File: src/rtl/urg_pkg.sv
package urg_pkg;
   // Which register an access selects
   typedef enum logic [1:0] {
      URG_SEL_NONE = 2'd0,
      URG_SEL_DIV  = 2'd1,
      URG_SEL_CTRL = 2'd2
   } urg_sel_e;
endpackage

File: src/rtl/urg_regs.sv
module urg_regs #(
   parameter int BYTE_W    = 8,
   parameter int NBYTES    = 2,
   parameter int ADDR_W    = 2,
   parameter int RESET_DIV = 2,
   parameter int GATE_BIT  = 7,
   localparam int CNT_W    = BYTE_W * NBYTES
) (
   input  logic              clk,
   input  logic              rst_n,
   input  logic [ADDR_W-1:0] addr_i,
   input  logic              we_i,
   input  logic [BYTE_W-1:0] wdata_i,
   output logic [CNT_W-1:0]  div_next_o,
   output logic              load_o,
   output logic [BYTE_W-1:0] rdata_o
);
   import urg_pkg::*;

   localparam logic [CNT_W-1:0]  RST_VAL = CNT_W'(RESET_DIV);
   localparam logic [ADDR_W-1:0] CTRL_AD = ADDR_W'(NBYTES);

   logic [CNT_W-1:0]  div_q;
   logic [BYTE_W-1:0] ctrl_q;
   logic              gate;
   logic [NBYTES-1:0] wr_hit;
   logic [BYTE_W-1:0] rd_byte [NBYTES];
   urg_sel_e          sel;

   assign gate = ctrl_q[GATE_BIT];

   always_comb begin
      if (addr_i < CTRL_AD)       sel = URG_SEL_DIV;
      else if (addr_i == CTRL_AD) sel = URG_SEL_CTRL;
      else                        sel = URG_SEL_NONE;
   end

   for (genvar b = 0; b < NBYTES; b++) begin : g_byte
      logic hit;
      assign hit       = (sel == URG_SEL_DIV) && (addr_i == ADDR_W'(b)) && gate;
      assign wr_hit[b] = we_i && hit;

      always_ff @(posedge clk or negedge rst_n) begin
         if (!rst_n)         div_q[b*BYTE_W +: BYTE_W] <= RST_VAL[b*BYTE_W +: BYTE_W];
         else if (wr_hit[b]) div_q[b*BYTE_W +: BYTE_W] <= wdata_i;
      end

      assign div_next_o[b*BYTE_W +: BYTE_W] = wr_hit[b] ? wdata_i : div_q[b*BYTE_W +: BYTE_W];
      assign rd_byte[b] = hit ? div_q[b*BYTE_W +: BYTE_W] : '0;
   end

   always_ff @(posedge clk or negedge rst_n) begin
      if (!rst_n)                             ctrl_q <= '0;
      else if (we_i && sel == URG_SEL_CTRL)   ctrl_q <= wdata_i;
   end

   assign load_o = |wr_hit;

   always_comb begin
      rdata_o = (sel == URG_SEL_CTRL) ? ctrl_q : '0;
      for (int b = 0; b < NBYTES; b++) rdata_o = rdata_o | rd_byte[b];
   end

   // locked divisor writes leave the stored divisor untouched
   a_r7_locked_hold : assert property (@(posedge clk) disable iff (!rst_n)
      (we_i && !gate && sel == URG_SEL_DIV) |=> $stable(div_q));
   // divisor reads are zero while access is closed
   a_r6_locked_read : assert property (@(posedge clk) disable iff (!rst_n)
      (!gate && sel == URG_SEL_DIV) |-> (rdata_o == '0));
   // line-control holds the last written value
   a_r8_ctrl_store : assert property (@(posedge clk) disable iff (!rst_n)
      (we_i && sel == URG_SEL_CTRL) |=> (ctrl_q == $past(wdata_i)));
endmodule

File: src/rtl/urg_counter.sv
module urg_counter #(
   parameter int CNT_W      = 16,
   parameter int RESET_DIV  = 2,
   parameter bit CLAMP_ZERO = 1'b1
) (
   input  logic             clk,
   input  logic             rst_n,
   input  logic             load_i,
   input  logic [CNT_W-1:0] div_i,
   output logic             tick_o
);
   localparam logic [CNT_W-1:0] ONE     = CNT_W'(1);
   localparam logic [CNT_W-1:0] RST_VAL = CNT_W'(RESET_DIV);

   logic [CNT_W-1:0] eff;
   logic [CNT_W-1:0] cnt_q;
   logic             tick_q;

   if (CLAMP_ZERO) begin : g_clamp
      assign eff = (div_i == '0) ? ONE : div_i;
   end else begin : g_raw
      assign eff = div_i;
   end

   always_ff @(posedge clk or negedge rst_n) begin
      if (!rst_n) begin
         cnt_q  <= RST_VAL;
         tick_q <= 1'b0;
      end else if (load_i) begin
         cnt_q  <= eff;
         tick_q <= 1'b0;
      end else if (cnt_q <= ONE) begin
         cnt_q  <= eff;
         tick_q <= 1'b1;
      end else begin
         cnt_q  <= cnt_q - ONE;
         tick_q <= 1'b0;
      end
   end

   assign tick_o = tick_q;

   // between reloads the count drops by exactly one
   a_r2_step_down : assert property (@(posedge clk) disable iff (!rst_n)
      (!load_i && cnt_q > ONE) |=> (cnt_q == $past(cnt_q) - ONE && !tick_q));
   // each tick coincides with a reload to the effective divisor
   a_r2_tick_reload : assert property (@(posedge clk) disable iff (!rst_n)
      $rose(tick_q) |-> (cnt_q == $past(eff)));
   // the counter never holds zero
   a_r4_never_zero : assert property (@(posedge clk) disable iff (!rst_n)
      cnt_q != '0);
   // a divisor write edge produces no tick
   a_r5_load_no_tick : assert property (@(posedge clk) disable iff (!rst_n)
      load_i |=> !tick_q);
endmodule

File: src/rtl/uart_rate_gen.sv
module uart_rate_gen #(
   parameter int BYTE_W    = 8,
   parameter int CNT_W     = 16,
   parameter int ADDR_W    = 2,
   parameter int RESET_DIV = 2,
   parameter int GATE_BIT  = 7
) (
   input  logic              clk,
   input  logic              rst_n,
   input  logic [ADDR_W-1:0] addr_i,
   input  logic              we_i,
   input  logic [BYTE_W-1:0] wdata_i,
   output logic [BYTE_W-1:0] rdata_o,
   output logic              tick_o
);
   localparam int NBYTES = CNT_W / BYTE_W;

   if (CNT_W % BYTE_W != 0) begin : g_bad_width
      $error("CNT_W must be a whole number of bytes");
   end
   if (NBYTES + 1 > (1 << ADDR_W)) begin : g_bad_addr
      $error("ADDR_W too narrow for the register map");
   end
   if (GATE_BIT >= BYTE_W || GATE_BIT < 0) begin : g_bad_gate
      $error("GATE_BIT outside the control byte");
   end
   if (RESET_DIV < 1) begin : g_bad_reset
      $error("RESET_DIV must be at least 1");
   end

   logic [CNT_W-1:0] div_next;
   logic             load;

   urg_regs #(
      .BYTE_W(BYTE_W), .NBYTES(NBYTES), .ADDR_W(ADDR_W),
      .RESET_DIV(RESET_DIV), .GATE_BIT(GATE_BIT)
   ) u_regs (
      .clk(clk), .rst_n(rst_n), .addr_i(addr_i), .we_i(we_i),
      .wdata_i(wdata_i), .div_next_o(div_next), .load_o(load),
      .rdata_o(rdata_o)
   );

   urg_counter #(
      .CNT_W(CNT_W), .RESET_DIV(RESET_DIV), .CLAMP_ZERO(1'b1)
   ) u_cnt (
      .clk(clk), .rst_n(rst_n), .load_i(load), .div_i(div_next),
      .tick_o(tick_o)
   );
endmodule

File: config.mk
export PLATFORM = sky130hd
export DESIGN_NAME = uart_rate_gen
export DESIGN_NICKNAME = d
export VERILOG_FILES = /design/src/rtl/urg_pkg.sv /design/src/rtl/urg_regs.sv /design/src/rtl/urg_counter.sv /design/src/rtl/uart_rate_gen.sv
export SDC_FILE = /design/constraint.sdc
export NUM_CORES = 1
export LEC_CHECK = 0
export ABC_AREA = 1
export BUFFER_PORTS_ARGS = -buffer_cell sky130_fd_sc_hd__buf_2
export CORE_MARGIN = 10
export CORE_UTILIZATION = 40
export DETAILED_ROUTE_END_ITERATION = 12
export GPL_ROUTABILITY_DRIVEN = 0
export GPL_TIMING_DRIVEN = 0
export PLACE_DENSITY = 0.63
export SYNTH_ARGS = -nofsm -noshare
export SYNTH_HDL_FRONTEND = slang
export SYNTH_SLANG_ARGS = --single-unit
File: constraint.sdc
create_clock -name clk -period 2.1 [get_ports clk]
set_input_delay 0 -clock clk [delete_from_list [all_inputs] [get_ports clk]]
set_output_delay 0 -clock clk [all_outputs]
set_load 0.1 [all_outputs]
# Word level (Yosys, flattened, before mapping)

Index checks and enable logic that the tools add are counted.

Register bits after elaboration: 41
Input port bits: 13
Word-level logic and storage cells: 36

$add $sub $neg: 1
$lt $le $gt $ge: 2
Eq/ne operators: 4
Mux-type cells: 12
Bitwise operators: 2
Reduce and logical (&&, ||, !) cells: 10

Operators by type and width:

| operator                                                         | number |
|---|---|
| two-way mux 16 bit                                               | 3 |
| two-way mux 8 bit                                                | 5 |
| less-or-equal comparator 16 x 1 -> 1 bit (second input constant) | 1 |
| zero test 16 bit                                                 | 1 |
| bitwise OR 8 bit                                                 | 2 |
| subtractor 16 x 1 -> 16 bit (second input constant)              | 1 |
| logical AND 1 bit                                                | 7 |
| == test 2 x 1 -> 1 bit (second input constant)                   | 2 |
| == test 2 bit (second input constant)                            | 2 |
| two-way mux 2 bit                                                | 2 |
| zero test 2 bit                                                  | 1 |
| < comparator 2 bit (second input constant)                       | 1 |
| two-way mux 1 bit                                                | 2 |
| OR reduction 2 bit                                               | 1 |

# Logic depth before layout (Yosys ltp)

Gate-level depths: netlist of the first run.

Depth after elaboration: 12
Gate-level depth with buffers: 10
Depth with buffers taken out: 10

# Hierarchy

A second synthesis of the first run with hierarchy kept.

Cells, all modules: 314
Area total of the unflattened synthesis: 2446.1 um^2

By module, submodules not included:

| module      | instances | cells an instance | area each (um^2) | seq. area each (um^2) |
|---|---|---|---|---|
| urg_counter | 1         | 166               | 1232.4           | 426.7 |
| urg_regs    | 1         | 148               | 1213.7           | 601.8 |

# Worst setup path after synthesis of the first run

OpenSTA, ideal clock, no wires.

Path type: reg2reg
From: register u_cnt.cnt_q[1]
To: register u_cnt.cnt_q[8]
Arrival: 1.485 ns
Data required time: 1.979 ns
Slack: 0.494 ns
Cell stages (with the launch flop): 11
Buffers on the path: 2
Period minus slack after synthesis: 1.606 ns
Cells stage by stage: dfstp_2 -> inv_1 -> ha_1 -> o211ai_1 -> nor2_1 -> nand2_1 -> nand2_2 -> buf_6 -> buf_12 -> nand2_1 -> o21ai_2

Longest elaborated chain between the ends: 3
Elaborated cells between the ends (all ways): 4

Ends and longest elaborated chain:

| item                                                                                           | line                                 | RTL |
|---|---|---|
| start: declaration                                                                             | urg_counter.sv:16                    | `logic [CNT_W-1:0] cnt_q;` |
| start signal: assignment                                                                       | urg_counter.sv:36                    | `cnt_q <= cnt_q - ONE;` |
| subtractor 16 x 1 -> 16 bit / less-or-equal comparator 16 x 1 -> 1 bit (equally long branches) | urg_counter.sv:36, urg_counter.sv:32 |  |
| two-way mux 16 bit (*)                                                                         | urg_counter.sv:32                    | `end else if (cnt_q <= ONE) begin` |
| two-way mux 16 bit (*)                                                                         | urg_counter.sv:29                    | `end else if (load_i) begin` |

Every way passes the cells marked *; elsewhere a longest branch is shown, timed or not.
A chain may end at the register's enable or synchronous reset.

# Worst setup path in the final report of the first run

From: register u_regs.ctrl_q[7]
To: output rdata_o[2]

Longest elaborated chain between the ends: 4
Elaborated cells between the ends (all ways): 6

Ends and longest elaborated chain:

| item                     | line                | RTL |
|---|---|---|
| start: declaration       | urg_regs.sv:24      | `logic [BYTE_W-1:0] ctrl_q;` |
| start signal: assignment | urg_regs.sv:54      | `else if (we_i && sel == URG_SEL_CTRL) ctrl_q <= wdata_i;` |
| logical AND 1 bit        | urg_regs.sv:40      | `assign hit = (sel == URG_SEL_DIV) && (addr_i == ADDR_W'(b)) && gate;` |
| two-way mux 8 bit        | urg_regs.sv:49      | `assign rd_byte[b] = hit ? div_q[b*BYTE_W +: BYTE_W] : '0;` |
| bitwise OR 8 bit         | urg_regs.sv:61      | `for (int b = 0; b < NBYTES; b++) rdata_o = rdata_o \| rd_byte[b];` |
| bitwise OR 8 bit (*)     | urg_regs.sv:61      |  |
| end: declaration         | uart_rate_gen.sv:13 | `output logic [BYTE_W-1:0] rdata_o,` |

Marked as above.

==> results.txt, run 1 <==
The flow ran to the end, and the final reports show no timing, DRC or antenna violations. The worst clock skew on the final layout is approximately 0.0072 ns. The maximum buffer depth of the clock tree is 2. The number of slew-limit violations in the final report came to 0.

The arrival time reported for the critical path endpoint is 1.92 ns. The total negative setup slack is 0 ns. The routed via count divided by cell count is 4.97. The post-cts gate resize count came out at 0. The count of vias placed by the detailed router is 1882. Buffers added to address setup during post-CTS repair amount to 0. The shortest period the worst path allows is 1.92 ns.

Yosys attributes the largest share of cell area to sky130_fd_sc_hd__dfrtp_1, sky130_fd_sc_hd__nand2_1, sky130_fd_sc_hd__nor2_1. Data on the critical path is required at its endpoint by 2.10 ns. The summed instance area of the synthesized netlist came out at approximately 2200 µm². The category of the worst setup path capture point is an output pin. Walking the worst path, the cells encountered are buf_2, nand2_1, inv_1, nand2_1, nand3_1, buf_2. The number of buffers added by the clock tree synthesis step came out at 5.

For this run, design rule violations remaining after detail routing come to 0. The first global-routing pass estimated around 9200 µm of wire. Counting every net in the synthesized netlist gives between 200 and 300. The count of buffers added on input and output ports is 20. Setup repair after global routing left no endpoint under its margin. The number of detailed-routing iterations run before antenna repair came out at 4.

After detailed routing, the average wire length per cell comes to 13.9 µm. The largest voltage drop on the vdd net is ~540 µV. The wire length on met1 is approximately 2600 µm. The cell row count is 26.

The peak fanout along the critical path came out at 10. The starting DRC count in detailed routing is 118. The global route total overflow came out at 0.

In this run the standard cell core region covers 5240 µm². The synthesis-to-finish area growth came out at 17.2%. The count of endpoints failing hold in the final timing report is 0.

The worst setup path is launched from a flop. Cells with a size suffix above 1 make up a little under a fifth of the layout. The effective utilization at floorplan came out at 42.2%.

The number of sinks handled by clock tree synthesis is 41. Setup violations remaining at the end of the flow were counted as 0. Cells fill 49.4% of the core in the end. The number of antenna repair diodes is 0. Yosys mapped the design onto 31 distinct sky130hd cell types.

Across every metal layer, demand over resource in global routing totals 13.2%. The routed length on met3 is 120 µm. At the pin with the least slew margin, the transition time is 0.917 ns. The die is 94.3 µm wide. The number of nets with antenna violations after routing came out at 0.

The amount of wire on met2 after detailed routing came out at 2440 µm. The final non-filler cell area came out at 2590 µm². The cell count after synthesis is 272. The power density normalized to cell area came out at 1160 nW/µm². The H-tree level count is 2. The cell area reported after detailed placement is around 2400 µm². Measured against its own limit, the worst slew margin works out to 38.9%. The die area is 8890 µm².

Of all cell types, the one taking the most synthesized area is sky130_fd_sc_hd__dfrtp_1. The post-synthesis sequential area ratio is 46.6%. For this run, the slowest stage of the critical path takes 0.45 ns. The worst hold-check path type is primary input to flop. The number of placed instances, taps included, is roughly 360. In this run, synthesis produced a sequential element count of 41. The initial antenna violation count was 0. The highest metal layer with signal wires is met4.

Measured along the y axis, the die boundary spans 94.3 µm. The count of nets after finishing is 323. The later-pin clock latency in the skew report is 0.29 ns. The worst setup path is of the flop to output pin kind. The boundary pin count came out at 22.

The final routed wirelength across all metal layers came out at 5290 µm. The final critical path takes up 91.5% of the cycle. The total number of yosys warnings came out at 0.

The average instance area after synthesis came out at 8.12 µm². Counting the fill cells in the layout gives 521. The HPWL reported at the end of detailed placement is between 3000 and 4000 µm. The library cell contributing the largest single delay on the critical path is sky130_fd_sc_hd__dfrtp_1. The fraction of post-synthesis cell area in the top cell type by area is 44.2%. Max-cap violations in this run came to 0.

Clock-pin slew was measured on the worst setup and hold paths at 0.07 ns. The leakage power total came out at about 1.3 nW. The maximum number of pins on one net before global-route repair is 42.

The count of hold buffers inserted by post-cts repair came out at 9. The CTS tree is yes. The maximum clock frequency came out at 520 MHz. The via count of the first global-routing pass is roughly 1800.

The cell sitting at the root of the clock tree is a sky130_fd_sc_hd__clkbuf_8. The post-layout instance count excluding filler cells is between 300 and 400.
metrics by stage:
stage	worst slack, ns	total power [mW]	hold slack, ns
after global routing	0.0629	3.26	0.120
after CTS	0.187	3.02	0.0954
after detailed placement	0.349	2.43	0.186
after floorplan	0.494	2.17	-0.296
after global placement	0.358	2.42	0.197
final	0.178	3.00	0.109
cells in the mapped netlist:
master	number
sky130_fd_sc_hd__a21oi_2	1
sky130_fd_sc_hd__nor4_1	1
sky130_fd_sc_hd__o211ai_1	1
sky130_fd_sc_hd__a31oi_1	3
sky130_fd_sc_hd__xor2_1	3
sky130_fd_sc_hd__xnor2_1	4
sky130_fd_sc_hd__dfstp_2	2
sky130_fd_sc_hd__ha_1	2
sky130_fd_sc_hd__nand2_4	1
sky130_fd_sc_hd__inv_1	16
sky130_fd_sc_hd__nor3_1	1
sky130_fd_sc_hd__nand2_2	2
sky130_fd_sc_hd__a21oi_1	4
sky130_fd_sc_hd__nor2_4	2
sky130_fd_sc_hd__buf_6	3
sky130_fd_sc_hd__inv_2	1
sky130_fd_sc_hd__nor2_2	1
sky130_fd_sc_hd__o31ai_1	1
sky130_fd_sc_hd__nand4_1	9
sky130_fd_sc_hd__buf_12	1
sky130_fd_sc_hd__nand3_4	1
sky130_fd_sc_hd__nand3_1	20
sky130_fd_sc_hd__nor2_1	35
sky130_fd_sc_hd__o21ai_2	5
sky130_fd_sc_hd__o21ai_0	6
sky130_fd_sc_hd__o21ai_1	3
sky130_fd_sc_hd__nand4_2	1
sky130_fd_sc_hd__mux2_2	7
sky130_fd_sc_hd__buf_2	3
sky130_fd_sc_hd__dfrtp_1	39
sky130_fd_sc_hd__nand2_1	93
report_power, final:
group	internal (mW)	switching (mW)
Clock	0.297	0.270
Sequential	1.08	0.185
Combinational	0.405	0.765
layout make-up:
| type | instances | area [µm²] | area share [%] |
|---|---|---|---|
| multi-input combinational | 207 | 1050 | 40.5 |
| inverter | 17 | 63.8 | 2.47 |
| sequential | 41 | 1030 | 39.7 |
| tap | 70 | 87.6 | 3.38 |
| clock inverter | 1 | 5.00 | 0.193 |
| buffer | 7 | 68.8 | 2.66 |
| clock buffer | 7 | 96.3 | 3.72 |
| timing repair buffer | 29 | 190 | 7.35 |
sequential cells by signal (all words and copies together), names as in the netlist:
register,cells
u_cnt.tick_o,1
u_regs.ctrl_q,8
u_regs.div_q,16
u_cnt.cnt_q,16
routing by layer:
layer / up-vias / GRT usage, %
met3: 5 / 2.72
li1: 961 / -
met5: - / 0
met4: 0 / 4.68
met1: 888 / 18.2
met2: 28 / 19.7
placed cells by master (no fill, tap or decap), drive strengths merged:
| cell | synthesis | final |
|---|---|---|
| a31oi | 3 | 3 |
| dfrtp | 39 | 39 |
| nor2 | 38 | 38 |
| dfstp | 2 | 2 |
| clkinv | 0 | 1 |
| a21oi | 5 | 5 |
| o21ai | 14 | 14 |
| nand2 | 96 | 96 |
| nor4 | 1 | 1 |
| o211ai | 1 | 1 |
| ha | 2 | 2 |
| nor3 | 1 | 1 |
| xor2 | 3 | 3 |
| clkbuf | 0 | 7 |
| inv | 17 | 17 |
| buf | 7 | 27 |
| dlygate4sd3 | 0 | 9 |
| mux2 | 7 | 7 |
| nand3 | 21 | 21 |
| xnor2 | 4 | 4 |
| o31ai | 1 | 1 |
| nand4 | 10 | 10 |
logic make-up (layout without fill, tap and decap cells):
family	count (synthesis)	after routing	share of synthesized area, %
DFF	41	41	46.6
AOI/OAI and AO/OA	24	24	6.86
adders and majority gates	2	2	1.13
buffers and inverters	24	61	6.01
xor gates and xnor gates	7	7	2.78
and+or+nand+nor	167	167	33.1
muxes	7	7	3.57
path summary, 6_finish.rpt:
kind / start / endpoint / slack [ns] / cells after the start
max: u_regs.ctrl_q[7] / rdata_o[2] / 0.18 / 6
min: we_i / u_regs.div_q[1] / 0.11 / 3
max reg2reg: u_cnt.cnt_q[1] / u_cnt.cnt_q[8] / 0.30 / 10
min reg2reg: u_regs.ctrl_q[0] / u_regs.ctrl_q[0] / 0.51 / 1
max in group asynchronous: rst_n / u_regs.ctrl_q[5] / 1.13 / 2
min in group asynchronous: rst_n / u_regs.ctrl_q[2] / 0.38 / 2
critical path, delay by kind of cell, from the launching register on:
family | cells | cell delay [ns]
buffers and inverters | 3 | 0.93
flip-flops | 1 | 0.45
AND/OR/NAND/NOR | 3 | 0.25
Power figures use the tool's default switching activity.
==> inputs of run 2 (changes only) <==
Settings changed: CELL_PAD_IN_SITES_DETAIL_PLACEMENT from default to 1, CELL_PAD_IN_SITES_GLOBAL_PLACEMENT from default to 1, PLACE_DENSITY 0.63 to 0.78.
==> run 2 against run 1 <==
Net effect:
- worst setup slack worse by 0.028 ns
- die area did not move
- sequential cell count did not move
- fmax fell by 1.4%
- critical path depth is the same
- sequential share of layout area rose by 0.29 points
- cell area down 0.73%
- critical endpoint is now rdata_o[1]
==> results.txt, run 2 (synthesis results as in run 1) <==
The routed via count divided by cell count came out at 5.10 (was 4.97). The max-slew headroom at the worst pin came out at 36.8% (was 38.9%). The period utilization is 92.8% (was 91.5%). The kind of cell adding the most delay to the critical path is buffers and inverters (unchanged).

The largest voltage drop on the vdd net came to 508 µV (was 542 µV). The leading cell type in the layout, fill and taps excluded was sky130_fd_sc_hd__nand2_1 (unchanged). Unrepaired setup endpoints after global routing: no (unchanged).

The leakage power total is 1.27 nW (was 1.28 nW). The transition at the pin with the smallest max-transition slack is 0.948 ns (was 0.917 ns). The number of nets with antenna violations after routing came out at 0 (unchanged). The number of buffers inserted by post-CTS setup repair came out at 0 (unchanged). The number of slew-limit violations in the final report came out at 0 (unchanged).

The CTS tree was yes (unchanged). The clock slew seen by the registers of the worst setup and hold paths came out at 0.08 ns (was 0.07 ns). The post-cts gate resize count came out at 0 (unchanged). The worst path setup slack after routing is 0.150 ns (was 0.178 ns). The number of buffers inserted by port buffering is 20 (unchanged). The overall routing resource usage came out at 14.7% (was 13.2%). The later-pin clock latency in the skew report was 0.30 ns (was 0.29 ns). The count of final setup violators is 0 (unchanged).

The H-tree level count is 2 (unchanged). The wire length on met1 is 2880 µm (was 2640 µm). The floorplan die width was 94.3 µm (unchanged). The critical path class is flop to output pin (unchanged). Outcome: finished clean (unchanged). The via count of the first global-routing pass came out at 2073 (was 1847).

The layout cell share with drive strength beyond 1 came out at 18.8% (was 19.1%). The minimum setup slack after placement was 0.300 ns (was 0.349 ns). The effective utilization at floorplan came out at 42.2% (unchanged). The worst clock skew on the final layout came to 0.00630 ns (was 0.00722 ns). The cell row count was 26 (unchanged). The largest stage delay on the critical path is 0.44 ns (was 0.45 ns). The maximum clock frequency came out at 513 MHz (was 520 MHz). The HPWL reported at the end of detailed placement was 4500 µm (was 3970 µm). The core outline area came out at 5240 µm² (unchanged).

The number of filler instances in the final layout is 656 (was 521). The library cell contributing the largest single delay on the critical path is sky130_fd_sc_hd__dfrtp_1 (unchanged). The arrival time reported for the critical path endpoint was 1.95 ns (was 1.92 ns). The global route total overflow is 0 (unchanged). The routed length per instance came to 16.0 µm (was 13.9 µm). The maximum buffer depth of the clock tree is 2 (unchanged). The number of detailed-routing iterations run before antenna repair is 4 (unchanged). The peak fanout along the critical path is 10 (unchanged). The category of the worst setup path capture point is an output pin (unchanged).

The kind of start point of the critical path is a flop (unchanged). The initial antenna violation count is 0 (unchanged). The die height is 94.3 µm (unchanged).

The final non-filler cell area was 2570 µm² (was 2590 µm²). The cell count after placement came to 362 (unchanged). The final routed wirelength across all metal layers is 6070 µm (was 5290 µm). The number of buffers added by the clock tree synthesis step was 5 (unchanged).

The total power is 3.00 mW (about the same). The share of the core filled with cells came out at 49.0% (was 49.4%). The synthesis-to-finish area growth came out at 16.3% (was 17.2%). The buffer cell driving the clock tree root was sky130_fd_sc_hd__clkbuf_8 (unchanged).

The power density normalized to cell area is 1170 nW/µm² (was 1160 nW/µm²). The shortest period the worst path allows is 1.95 ns (was 1.92 ns). The number of maximum-capacitance violations is 0 (unchanged).

The final-layout worst hold slack is 0.102 ns (was 0.109 ns). The count of hold buffers inserted by post-cts repair came out at 9 (unchanged). The highest metal layer with signal wires is met4 (unchanged). The amount of wire on met2 after detailed routing was 2850 µm (was 2440 µm). The count of vias placed by the detailed router is 1932 (was 1882). The DRC violations left is 0 (unchanged). Commonest cells after routing, fill and taps aside: sky130_fd_sc_hd__nand2_1, sky130_fd_sc_hd__dfrtp_1, sky130_fd_sc_hd__nor2_1 (unchanged). The cell area reported after detailed placement came out at 2400 µm² (unchanged). The buffering stage count on the worst path with inverters included came out at 3 (unchanged).

Cell chain of the critical path: buf_2, nand2_1, inv_1, nand2_1, nand3_1, buf_2 (unchanged). The number of antenna repair diodes was 0 (unchanged). Top Registers: u_cnt.cnt_q: 16 flops, u_regs.div_q: 16 flops, u_regs.ctrl_q: 8 flops (unchanged). The routed length on met3 is 249 µm (was 120 µm). The post-layout instance count excluding filler cells came out at 379 (unchanged). The starting DRC count in detailed routing came out at 110 (was 118). The die area came out at 8890 µm² (unchanged).

The first-pass GRT wire length came to 10200 µm (was 9160 µm). The count of nets after finishing is 323 (unchanged). The number of sinks handled by clock tree synthesis is 41 (unchanged).

The count of endpoints failing hold in the final timing report came out at 0 (unchanged). The maximum number of pins on one net before global-route repair is 42 (unchanged). The worst hold-check path type is primary input to flop (unchanged). The required time at the worst-slack endpoint came to 2.10 ns (about the same). The boundary pin count is 22 (unchanged). The total negative setup slack is 0 ns (unchanged).
[run 2: changes by cell type in the layout (fill, tap and decap cells not counted)]
cell,delta
sky130_fd_sc_hd__clkbuf_1,+1
sky130_fd_sc_hd__clkinv_2,+1
sky130_fd_sc_hd__clkbuf_8,-2
[run 2: tightest hold or removal path, cell delays in order]
cell                      delay (ns)
sky130_fd_sc_hd__buf_2          0.18
sky130_fd_sc_hd__nand4_1        0.13
sky130_fd_sc_hd__nand2_2        0.08
[run 2: routing by layer]
metal | up-vias | track usage (%)
li1 | 951 | -
met1 | 940 | 18.3
met2 | 34 | 24.3
met3 | 7 | 3.36
met4 | 0 | 5.06
met5 | - | 0
[run 2: cell type report]
cell class	instances	area [µm²]	share of cell area (%)
plain buffers	7	68.8	2.68
inverters	17	63.8	2.48
multi-input cells	207	1050	40.8
well taps	70	87.6	3.41
repair buffers	29	190	7.40
clock inverters	2	10.0	0.390
flip-flops and latches	41	1030	40.0
clock buffers	6	72.6	2.83
[run 2: path summary, 6_finish.rpt]
kind	startpoint	to	slack, ns	cells after the start
setup / recovery	u_regs.ctrl_q[7]	rdata_o[1]	0.15	6
hold / removal	we_i	u_regs.div_q[1]	0.10	3
setup reg to reg	u_cnt.cnt_q[1]	u_cnt.cnt_q[9]	0.28	10
hold reg to reg	u_regs.ctrl_q[0]	u_regs.ctrl_q[0]	0.51	1
max in group asynchronous	rst_n	u_regs.div_q[13]	1.13	2
min in group asynchronous	rst_n	u_regs.ctrl_q[2]	0.38	2
[run 2: report_power, final]
part	switching (mW)	total [mW]	leakage, nW	internal [mW]
Combinational	0.800	1.21	0.725	0.406
Clock	0.289	0.519	0.0450	0.231
Sequential	0.192	1.27	0.504	1.08
==> inputs of run 3 (changes only) <==
Settings changed: SETUP_SLACK_MARGIN from default to 0.5.
==> run 3 against run 2 <==
Net effect:
- global-route usage is 3.3 points higher
- worst hold slack got worse by 0.10 ns
- die area unchanged
- critical path type is now flop to flop
- non-clock buffer count grew 11
==> results.txt, run 3 (synthesis results as in run 1) <==
The largest voltage drop on the vdd net came to 536 µV (was 508 µV). The final routed wirelength across all metal layers is 7530 µm (was 6070 µm). The count of nets after finishing came to 334 (was 323).

Commonest cells after routing, fill and taps aside: sky130_fd_sc_hd__nand2_1, sky130_fd_sc_hd__dfrtp_1, sky130_fd_sc_hd__nor2_1 (unchanged). The reg2reg setup slack is 0.33 ns (was 0.28 ns). The effective utilization at floorplan is 42.2% (unchanged).

The worst hold-check path type is primary input to flop (unchanged). The number of slew-limit violations in the final report is 0 (unchanged). The share of the core filled with cells was 56.9% (was 49.0%). The buffer cell driving the clock tree root is sky130_fd_sc_hd__clkbuf_8 (unchanged). The first-pass GRT wire length is 12300 µm (was 10200 µm). The net switching power of the design is 1.51 mW (was 1.28 mW). The routed length per instance is 19.3 µm (was 16.0 µm). The proportion of power drawn by combinational gates came out at 42.8% (was 40.3%). The period utilization came out at 84.5% (was 92.8%). The largest stage delay on the critical path is 0.56 ns (was 0.44 ns).

The count of final setup violators came out at 0 (unchanged). The proportion of power drawn by the clock network was 21.1% (was 17.3%). The max-slew headroom at the worst pin came out at 35.3% (was 36.8%). The number of maximum-capacitance violations is 0 (unchanged). The initial antenna violation count was 0 (unchanged). The peak fanout along the critical path was 5 (was 10). The library cell contributing the largest single delay on the critical path is sky130_fd_sc_hd__dfstp_2 (was sky130_fd_sc_hd__dfrtp_1). The critical path class is flop to flop (was flop to output pin). The number of filler instances in the final layout is 614 (was 656).

Cell chain of the critical path: inv_2, ha_4, o211ai_1, nor2_1, nand2_1, nand2_2, buf_6, buf_6, a21oi_2, o21ai_1, nand2_1 (was buf_2, nand2_1, inv_1, nand2_1, nand3_1, buf_2). The later-pin clock latency in the skew report is 0.30 ns (about the same). The floorplan die width is 94.3 µm (unchanged).

The buffering stage count on the worst path with inverters included came out at 3 (unchanged). The shortest period the worst path allows is 1.77 ns (was 1.95 ns). The number of sinks handled by clock tree synthesis came out at 41 (unchanged).

The global route total overflow is 0 (unchanged). The sequential power share came out at 36.1% (was 42.4%). The routed via count divided by cell count came to 5.45 (was 5.10).

The overall routing resource usage was 17.9% (was 14.7%). Top Registers: u_cnt.cnt_q: 16 flops, u_regs.div_q: 16 flops, u_regs.ctrl_q: 8 flops (unchanged). The kind of cell adding the most delay to the critical path is flip-flops (was buffers and inverters). The instance count on the critical path is 11 (was 6).

The DRC violations left was 0 (unchanged). The starting DRC count in detailed routing came out at 122 (was 110). The number of buffers inserted by port buffering came out at 20 (unchanged). The combined flip-flop and latch cell area is 1030 µm² (about the same). Unrepaired setup endpoints after global routing: yes (was no). The launch instance of the worst register-to-register path was u_cnt.cnt_q[1] (unchanged).

The leading cell type in the layout, fill and taps excluded is sky130_fd_sc_hd__nand2_1 (unchanged). The arrival time reported for the critical path endpoint is 2.02 ns (was 1.95 ns). The total negative setup slack came out at 0 ns (unchanged). The total area of multi-input combinational cells was 1190 µm² (was 1050 µm²).

The kind of start point of the critical path is a flop (unchanged). The required time at the worst-slack endpoint came out at 2.35 ns (was 2.10 ns). The count of endpoints failing hold in the final timing report is 0 (unchanged).

The HPWL reported at the end of detailed placement is 4660 µm (was 4500 µm). Outcome: finished clean (unchanged). The category of the worst setup path capture point is a flop (was output pin). The cell row count came out at 26 (unchanged). The layout cell share with drive strength beyond 1 came out at 32.2% (was 18.8%). The number of detailed-routing iterations run before antenna repair came to 4 (unchanged).

The count of vias placed by the detailed router came out at 2125 (was 1932). The die height came to 94.3 µm (unchanged). The maximum clock frequency came out at 564 MHz (was 513 MHz).

The maximum buffer depth of the clock tree is 2 (unchanged). The capture point of the worst path is u_cnt.cnt_q[13] (was rdata_o[1]). The internal power summed over all cells is 2.14 mW (was 1.71 mW). The power density normalized to cell area came out at 1230 nW/µm² (was 1170 nW/µm²). The endpoint of the most critical register-to-register path was u_cnt.cnt_q[13] (was u_cnt.cnt_q[9]). The H-tree level count is 2 (unchanged). The boundary pin count came out at 22 (unchanged). The maximum number of pins on one net before global-route repair came out at 42 (unchanged). The core outline area came out at 5240 µm² (unchanged). The worst clock skew on the final layout came out at 0.00990 ns (was 0.00630 ns).

The via count of the first global-routing pass came out at 2308 (was 2073). The switching share of total power came out at 41.3% (was 42.8%). The number of buffers added by the clock tree synthesis step came out at 5 (unchanged). The clock slew seen by the registers of the worst setup and hold paths came out at 0.09 ns (was 0.08 ns). The number of antenna repair diodes came out at 0 (unchanged). The number of cell instances on the worst register-to-register path is 11 (was 10). The synthesis-to-finish area growth is 34.8% (was 16.3%). The leakage power total came out at 1.43 nW (was 1.27 nW). The number of nets with antenna violations after routing came out at 0 (unchanged). The critical path startpoint is u_cnt.cnt_q[1] (was u_regs.ctrl_q[7]). The CTS tree is yes (unchanged). The transition at the pin with the smallest max-transition slack is 0.971 ns (was 0.948 ns).

The die area is 8890 µm² (unchanged).
[run 3: what timing repair did]
action | 4_1_cts | 5_1_grt
pin swaps | 9 | 4
gates resized for setup | 50 | 27
endpoints found under the setup margin | 24 | 24
setup buffers | 8 | 2
cloned | 3 | 0
hold buffers | 7 | 0
hold endpoints to repair | 45 | 0
[run 3: worst register-to-register path: stages, from the launching register on]
cell and delay (ns):
sky130_fd_sc_hd__dfstp_2 0.56, sky130_fd_sc_hd__inv_2 0.07, sky130_fd_sc_hd__ha_4 0.17, sky130_fd_sc_hd__o211ai_1 0.17
sky130_fd_sc_hd__nor2_1 0.07, sky130_fd_sc_hd__nand2_1 0.10, sky130_fd_sc_hd__nand2_2 0.10, sky130_fd_sc_hd__buf_6 0.16
sky130_fd_sc_hd__buf_6 0.12, sky130_fd_sc_hd__a21oi_2 0.09, sky130_fd_sc_hd__o21ai_1 0.07, sky130_fd_sc_hd__nand2_1 0.05
[run 3: how the worst min path moves through the flow]
stage | from | to | slack, ns | depth (start not counted)
global route | wdata_i[4] | u_regs.ctrl_q[4] | 0.003 | 2
CTS | wdata_i[4] | u_regs.ctrl_q[4] | 0.003 | 2
global placement | rst_n | u_regs.ctrl_q[2] | 0.20 | 1
finish | wdata_i[4] | u_regs.ctrl_q[4] | 0.0001 | 2
detailed placement | rst_n | u_regs.ctrl_q[2] | 0.20 | 1
floorplan | rst_n | u_cnt.cnt_q[0] | -0.30 | 0
[run 3: metrics by stage]
step / total power [mW] / area [µm²] / setup WS (ns) / hold WS, ns / cells
finish: 3.65 / 2980 / 0.326 / 0.000134 / 390
global route: 3.90 / 2980 / 0.198 / 0.00266 / 390
CTS: 3.44 / 2850 / 0.403 / 0.00271 / 388
detailed placement: 2.48 / 2400 / 0.370 / 0.204 / 362
global placement: 2.43 / 2400 / 0.395 / 0.203 / 362
floorplan: 2.18 / 2210 / 0.512 / -0.296 / 272
[run 3: power by group through the flow]
stage | clock network [mW] | registers [mW] | logic (mW)
5_1_grt | 0.817 | 1.35 | 1.74
4_1_cts | 0.780 | 1.29 | 1.37
6_report | 0.770 | 1.32 | 1.56
3_5_place_dp | 0 | 1.28 | 1.20
2_1_floorplan | 0 | 1.23 | 0.942
3_3_place_gp | 0 | 1.27 | 1.16
[run 3: per-layer routing]
layer	up-vias	routed length [µm]	GRT usage, %
met5	-	0	0
met4	0	180	7.09
met3	13	386	3.44
met2	49	3880	30.9
met1	1079	3080	21.4
li1	984	-	-
[run 3: final cells by class]
cell class,instances,share of cell area (%)
repair buffers,40,13.2
inverters,17,2.31
clock buffers,5,2.31
multi-input cells,207,40.0
plain buffers,7,2.52
well taps,70,2.94
clock inverters,3,2.18
flip-flops and latches,41,34.6
